[config.mk]
export PLATFORM = sky130hd
export DESIGN_NAME = fet_enable_ctrl
export DESIGN_NICKNAME = d
export VERILOG_FILES = /design/src/rtl/fet_ctl_pkg.sv /design/src/rtl/fet_in_sync.sv /design/src/rtl/fet_holdoff_timer.sv /design/src/rtl/fet_ctl_regs.sv /design/src/rtl/fet_enable_ctrl.sv
export SDC_FILE = /design/constraint.sdc
export NUM_CORES = 1
export LEC_CHECK = 0
export CORE_UTILIZATION = 45
export CTS_CLUSTER_DIAMETER = 150
export DETAILED_ROUTE_END_ITERATION = 10
export HOLD_SLACK_MARGIN = 0.15
export PLACE_DENSITY = 0.9
export SLEW_MARGIN = 20
export SYNTH_ARGS = -nofsm -noshare
export SYNTH_HDL_FRONTEND = slang
export SYNTH_HIERARCHICAL = 1
export SYNTH_SLANG_ARGS = --single-unit
[constraint.sdc]
create_clock -name clk_i -period 4.6 [get_ports clk_i]
set_input_delay 0.69 -clock clk_i [delete_from_list [all_inputs] [get_ports clk_i]]
set_output_delay 0.69 -clock clk_i [all_outputs]
set_load 0.005 [all_outputs]
[src/rtl/fet_ctl_pkg.sv]
package fet_ctl_pkg;
   // bit positions inside the control/status register (software contract)
   localparam int unsigned CHG_BIT  = 0;
   localparam int unsigned DSG_BIT  = 1;
   localparam int unsigned RCV_BIT  = 2;
   localparam int unsigned BUSY_BIT = 3;
   localparam int unsigned MIN_DATA_W = BUSY_BIT + 1;

   typedef struct packed {
      logic dsg;
      logic chg;
   } fet_pair_t;
endpackage

[src/rtl/fet_in_sync.sv]
module fet_in_sync #(
   parameter int unsigned STAGES = 0
) (
   input  logic clk_i,
   input  logic rst_ni,
   input  logic d_i,
   output logic q_o
);
   if (STAGES > 4) begin : g_bad_stages
      $error("fet_in_sync: STAGES must be 0..4");
   end

   if (STAGES == 0) begin : g_direct
      assign q_o = d_i;
   end else begin : g_chain
      logic [STAGES-1:0] chain_q;
      always_ff @(posedge clk_i or negedge rst_ni) begin
         if (!rst_ni) chain_q <= '0;
         else if (STAGES == 1) chain_q <= d_i;
         else chain_q <= {chain_q[STAGES-2:0], d_i};
      end
      assign q_o = chain_q[STAGES-1];
   end
endmodule

[src/rtl/fet_holdoff_timer.sv]
module fet_holdoff_timer #(
   parameter int unsigned HOLD_TICKS = 1000,
   localparam int unsigned CNT_W = $clog2(HOLD_TICKS + 1)
) (
   input  logic clk_i,
   input  logic rst_ni,
   input  logic fault_i,
   input  logic tick_i,
   output logic locked_o,
   output logic busy_o
);
   if (HOLD_TICKS < 1) begin : g_bad_hold
      $error("fet_holdoff_timer: HOLD_TICKS must be at least 1");
   end

   localparam logic [CNT_W-1:0] LOAD = CNT_W'(HOLD_TICKS);

   logic [CNT_W-1:0] cnt_q;

   always_ff @(posedge clk_i or negedge rst_ni) begin
      if (!rst_ni) cnt_q <= '0;
      else if (fault_i) cnt_q <= LOAD;
      else if (tick_i && cnt_q != '0) cnt_q <= cnt_q - CNT_W'(1);
   end

   assign locked_o = (cnt_q != '0);
   assign busy_o   = fault_i | locked_o;


   load_on_fault_chk: assert property (@(posedge clk_i) disable iff (!rst_ni)
      fault_i |=> cnt_q == LOAD);

   tick_step_chk: assert property (@(posedge clk_i) disable iff (!rst_ni)
      (!fault_i && tick_i && locked_o) |=> cnt_q == ($past(cnt_q) - CNT_W'(1)));

   hold_without_tick_chk: assert property (@(posedge clk_i) disable iff (!rst_ni)
      (!fault_i && !tick_i) |=> $stable(cnt_q));

   no_overflow_chk: assert property (@(posedge clk_i) disable iff (!rst_ni)
      cnt_q <= LOAD);
endmodule

[src/rtl/fet_ctl_regs.sv]
module fet_ctl_regs
   import fet_ctl_pkg::*;
(
   input  logic      clk_i,
   input  logic      rst_ni,
   input  logic      wr_hit_i,
   input  fet_pair_t wr_en_bits_i,
   input  logic      wr_rcv_exit_i,
   input  logic      fault_i,
   input  logic      pwroff_i,
   input  logic      locked_i,
   output fet_pair_t en_q_o,
   output logic      recov_q_o
);
   fet_pair_t en_q;
   logic      recov_q;
   logic      blocked;

   assign blocked = fault_i | locked_i | pwroff_i;

   always_ff @(posedge clk_i or negedge rst_ni) begin
      if (!rst_ni) begin
         en_q <= '0;
      end else if (fault_i || pwroff_i) begin
         en_q <= '0;
      end else if (wr_hit_i && !locked_i) begin
         en_q <= wr_en_bits_i;
      end
   end

   always_ff @(posedge clk_i or negedge rst_ni) begin
      if (!rst_ni) recov_q <= 1'b1;
      else if (fault_i) recov_q <= 1'b0;
      else if (wr_hit_i && wr_rcv_exit_i) recov_q <= 1'b0;
   end

   assign en_q_o    = en_q;
   assign recov_q_o = recov_q;


   blocked_write_chk: assert property (@(posedge clk_i) disable iff (!rst_ni)
      (blocked && wr_hit_i) |=> en_q == '0);

   fault_exits_recov_chk: assert property (@(posedge clk_i) disable iff (!rst_ni)
      fault_i |=> !recov_q);

   recov_exit_write_chk: assert property (@(posedge clk_i) disable iff (!rst_ni)
      (wr_hit_i && wr_rcv_exit_i) |=> !recov_q);

   recov_never_returns_chk: assert property (@(posedge clk_i) disable iff (!rst_ni)
      !recov_q |=> !recov_q);
endmodule

[src/rtl/fet_enable_ctrl.sv]
module fet_enable_ctrl
   import fet_ctl_pkg::*;
#(
   parameter int unsigned DATA_W      = 8,
   parameter int unsigned ADDR_W      = 2,
   parameter int unsigned REG_ADDR    = 0,
   parameter int unsigned HOLD_TICKS  = 1000,
   parameter int unsigned SYNC_STAGES = 0
) (
   input  logic              clk_i,
   input  logic              rst_ni,
   input  logic              tick_i,
   input  logic              prot_i,
   input  logic              pwroff_i,
   input  logic              wr_en_i,
   input  logic [ADDR_W-1:0] addr_i,
   input  logic [DATA_W-1:0] wr_data_i,
   output logic [DATA_W-1:0] rd_data_o,
   output logic              chg_en_o,
   output logic              dsg_en_o,
   output logic              recov_mode_o
);
   if (DATA_W < MIN_DATA_W) begin : g_bad_width
      $error("fet_enable_ctrl: DATA_W too small for register fields");
   end
   if (REG_ADDR >= (1 << ADDR_W)) begin : g_bad_addr
      $error("fet_enable_ctrl: REG_ADDR does not fit ADDR_W");
   end

   localparam logic [ADDR_W-1:0] MY_ADDR = ADDR_W'(REG_ADDR);

   logic      prot_s, pwroff_s;
   logic      addr_hit, wr_hit;
   logic      locked, busy;
   logic      recov_q;
   fet_pair_t en_q, wr_bits;

   fet_in_sync #(.STAGES(SYNC_STAGES)) u_sync_prot (
      .clk_i(clk_i), .rst_ni(rst_ni), .d_i(prot_i), .q_o(prot_s));
   fet_in_sync #(.STAGES(SYNC_STAGES)) u_sync_pwroff (
      .clk_i(clk_i), .rst_ni(rst_ni), .d_i(pwroff_i), .q_o(pwroff_s));

   assign addr_hit    = (addr_i == MY_ADDR);
   assign wr_hit      = wr_en_i & addr_hit;
   assign wr_bits.chg = wr_data_i[CHG_BIT];
   assign wr_bits.dsg = wr_data_i[DSG_BIT];

   fet_holdoff_timer #(.HOLD_TICKS(HOLD_TICKS)) u_timer (
      .clk_i(clk_i), .rst_ni(rst_ni), .fault_i(prot_s), .tick_i(tick_i),
      .locked_o(locked), .busy_o(busy));

   fet_ctl_regs u_regs (
      .clk_i(clk_i), .rst_ni(rst_ni), .wr_hit_i(wr_hit), .wr_en_bits_i(wr_bits),
      .wr_rcv_exit_i(wr_data_i[RCV_BIT]), .fault_i(prot_s), .pwroff_i(pwroff_s),
      .locked_i(locked), .en_q_o(en_q), .recov_q_o(recov_q));

   // forcing paths act without waiting for a clock edge
   logic force_off;
   assign force_off    = prot_s | pwroff_s | ~rst_ni;
   assign chg_en_o     = en_q.chg & ~force_off;
   assign dsg_en_o     = en_q.dsg & ~force_off;
   assign recov_mode_o = recov_q & rst_ni;

   always_comb begin
      rd_data_o = '0;
      if (addr_hit) begin
         rd_data_o[CHG_BIT]  = chg_en_o;
         rd_data_o[DSG_BIT]  = dsg_en_o;
         rd_data_o[RCV_BIT]  = ~recov_mode_o;
         rd_data_o[BUSY_BIT] = busy;
      end
   end


   chg_rise_needs_write_chk: assert property (@(posedge clk_i) disable iff (!rst_ni)
      $rose(chg_en_o) |-> $past(wr_hit && !busy && !pwroff_s));

   dsg_rise_needs_write_chk: assert property (@(posedge clk_i) disable iff (!rst_ni)
      $rose(dsg_en_o) |-> $past(wr_hit && !busy && !pwroff_s));

   lock_end_stays_off_chk: assert property (@(posedge clk_i) disable iff (!rst_ni)
      $fell(locked) |-> (en_q == '0));
endmodule

==> out/results.ini <==
[logic_synthesis]
synth_xor_area_frac = 0.0211
synthSimpleGateAreaFrac = 0.332
synthMuxAreaShare = 0.0361
synth-warning-count = 6
yosysTopAreaCell = dfrtp_1
synthTopCellsByArea = dfrtp_1 (36%), buf_4 (5.4%), nor3_1 (4.8%)
synth_top_family_by_area = simple AND/OR/NAND/NOR gates
synth_cell_types = 39
syn_area_um2 = 832
synth_area_per_cell_um2 = 9.67
ys_seq_elements = 13
netlist_instances = 86
synth-compound-area-share = 0.122
synth-adder-area-share = 0.0150
synth_top_area_share = 0.361
synth.yosys.seq_area_share = 0.392

[global_routing]
grt_max_degree = 17
antenna_found_initial = 0
top_usage_layer = met2
gr-total-overflow = 0
grt_pass1_vias = 664
grt_usage = 0.188
gr-usage-met1 = 0.249
grt_pass1_wl_mm = 2.75
met3_usage = 0.0240
met2_usage = 0.313

[sta]
fin_setup_tns_ns = 0
hold_violations = 0
worstMarginPinSlew_ns = 0.571
clock.fmax_mhz = 302
fin_crit_sh = 0.719
fin_ws_ns = 1.29
slew_viol_final = 0
hold_ws_ns = 0.448
slew_headroom = 0.616
skew_ns = 0.00368
final.min_clock_period_ns = 3.31
setup_viol = 0
grt_setup_unrepaired = no

[detailed_routing]
first_pass_iters = 4
vias = 728
drc = 0
post_drt_wl_per_cell_um = 13.2
ant_nets = 0
viasPerCell = 5.64
finalWirelength_mm = 1.70
first_iter_violations = 28

[worst_setup_path]
worstPathRequired_ns = 3.91
rr_startpoint = u_timer/cnt_q[0]$_DFFE_PN0P_
cp_max_fo = 8
end_kind = primary output
path_class = register to primary output
cp.arrival_ns = 2.62
crit_start = u_timer/cnt_q[0]$_DFFE_PN0P_
critPathLaunchType = register

[floorplan]
initial_core_util = 0.482
rows = 15
ios = 27
die_area_mm2 = 0.00203
die_h_um = 45
coreArea_mm2 = 0.00173
dieWidth_um = 45

[final_layout]
final_util = 0.596
fin_area_mm2 = 0.00103
nets = 122
syn_to_final_growth_pct = 23.8
fillers = 142
antenna_cells = 0
drive_gt1_frac = 0.125
layout_commonest_cell = clkdlybuf4s50_1
final_cell_mix = clkdlybuf4s50_1 (17), dfrtp_1 (12), nor3_1 (8)
stdcell_count = 129

[clock_network]
cts-root-buf = clkbuf_4
ctsResizeCount = 0
cts_buffers = 3
hold_buffers = 0
clk_pin_slew_worst_paths_ns = 0.08
cts.sink_count = 13
post_cts_buffers = 0
cts_tree = yes
cts_htree_levels = 1
clockBufferDepth = 2
insertion_delay_ns = 0.27

[worst_hold_path]
holdCritPathClass = register to register
hp-start = u_regs/recov_q_o$_DFFE_PN1P_

[pwr]
power_frac_clock = 0.296
ir_drop_v = 0.000194
powerDensity_mw_per_mm2 = 227
total_power_mw = 0.233
p_sw_frac = 0.263
p_leak_nw = 0.375
comb_power_share = 0.170
seqPwrFrac = 0.535
switching_power_mw = 0.0614
internal_power_mw = 0.172

[run_status]
outcome = finished clean

[placement]
io_buffers = 17
place_inst = 125
hpwl_mm = 1.30
pre_cts_ws_ns = 1.46
gp_congestion = 0.838
place_area_mm2 = 0.00100

[run]
max_cap_viol_count = 0

registers in the layout, indices dropped and copies added, names as in the netlist:
name              cells
u_regs/en_q_o         2
u_regs/recov_q_o      1
u_timer/cnt_q        10
critical path: stages (launching register included):
cell and delay, ns:
dfrtp_1 0.42, inv_1 0.07, ha_1 0.20, nor3b_2 0.47
nand3_1 0.28, or2_2 0.34, nor3b_1 0.13, clkdlybuf4s50_1 0.45
power by group through the flow:
stage	Clock, mW	Combinational (mW)	Sequential, mW
2_1_floorplan	0	0.0234	0.125
3_3_place_gp	0	0.0372	0.126
3_5_place_dp	0	0.0388	0.127
4_1_cts	0.0703	0.0394	0.124
5_1_grt	0.0764	0.0442	0.125
6_report	0.0690	0.0396	0.125
Yosys cell counts:
master and n:
and4bb_1 2, nor3b_1 2, or4_4 1, or2_2 1
a211oi_1 2, nand4_1 1, clkbuf_1 1, dfrtp_1 12
a21o_1 1, or4_1 1, buf_4 6, xor2_1 1
nor3_1 8, or3_1 3, a21boi_0 1, nand4b_1 1
o21bai_1 1, nor3b_2 3, or4b_4 1, a41o_2 1
nor2b_4 1, a31oi_1 1, and2_1 1, a311o_1 1
mux2i_1 3, nand2_1 4, a211o_1 1, a21oi_1 4
ha_1 1, xnor2_1 1, dfstp_2 1, nand3_1 2
inv_1 4, and3_1 1, nand2b_1 1, conb_1 1
nor2_1 6, o211ai_1 1, nor2b_1 1
final timing paths:
| kind | endpoint | slack [ns] | cells past startpoint |
|---|---|---|---|
| max in group asynchronous | u_timer/cnt_q[4]$_DFFE_PN0P_ | 3.47 | 2 |
| worst min register to register | u_regs/recov_q_o$_DFFE_PN1P_ | 0.45 | 2 |
| worst max register to register | u_regs/en_q_o[0]$_DFFE_PN0P_ | 2.55 | 7 |
| worst min-delay path | u_regs/recov_q_o$_DFFE_PN1P_ | 0.45 | 2 |
| min in group asynchronous | u_timer/cnt_q[8]$_DFFE_PN0P_ | 0.69 | 1 |
| worst max-delay path | rd_data_o[3] | 1.29 | 7 |
cell families (layout without fill, tap and decap cells):
kind of cell    Yosys count  in the layout
compound gates           14             14
buf+inv                  11             26
flops                    13             13
simple gates             41             41
other cells               1              4
xor+xnor                  2              2
fa+ha+maj                 1              1
mux                       3              3
area by class of cell:
cell class | instances | area [µm²] | area share
Sequential cell | 13 | 327 | 0.317
Inverter | 4 | 15.0 | 0.0146
Timing Repair Buffer | 18 | 178 | 0.173
Clock buffer | 4 | 26.3 | 0.0255
Tap cell | 25 | 31.3 | 0.0304
Multi-Input combinational cell | 65 | 453 | 0.440
metal layers:
metal  share of wire  vias up
li1                -      345
met1            0.43      356
met2            0.51       25
met3           0.046        2
met4           0.012        0
met5               0        -
(Power assumes the default switching activity.)
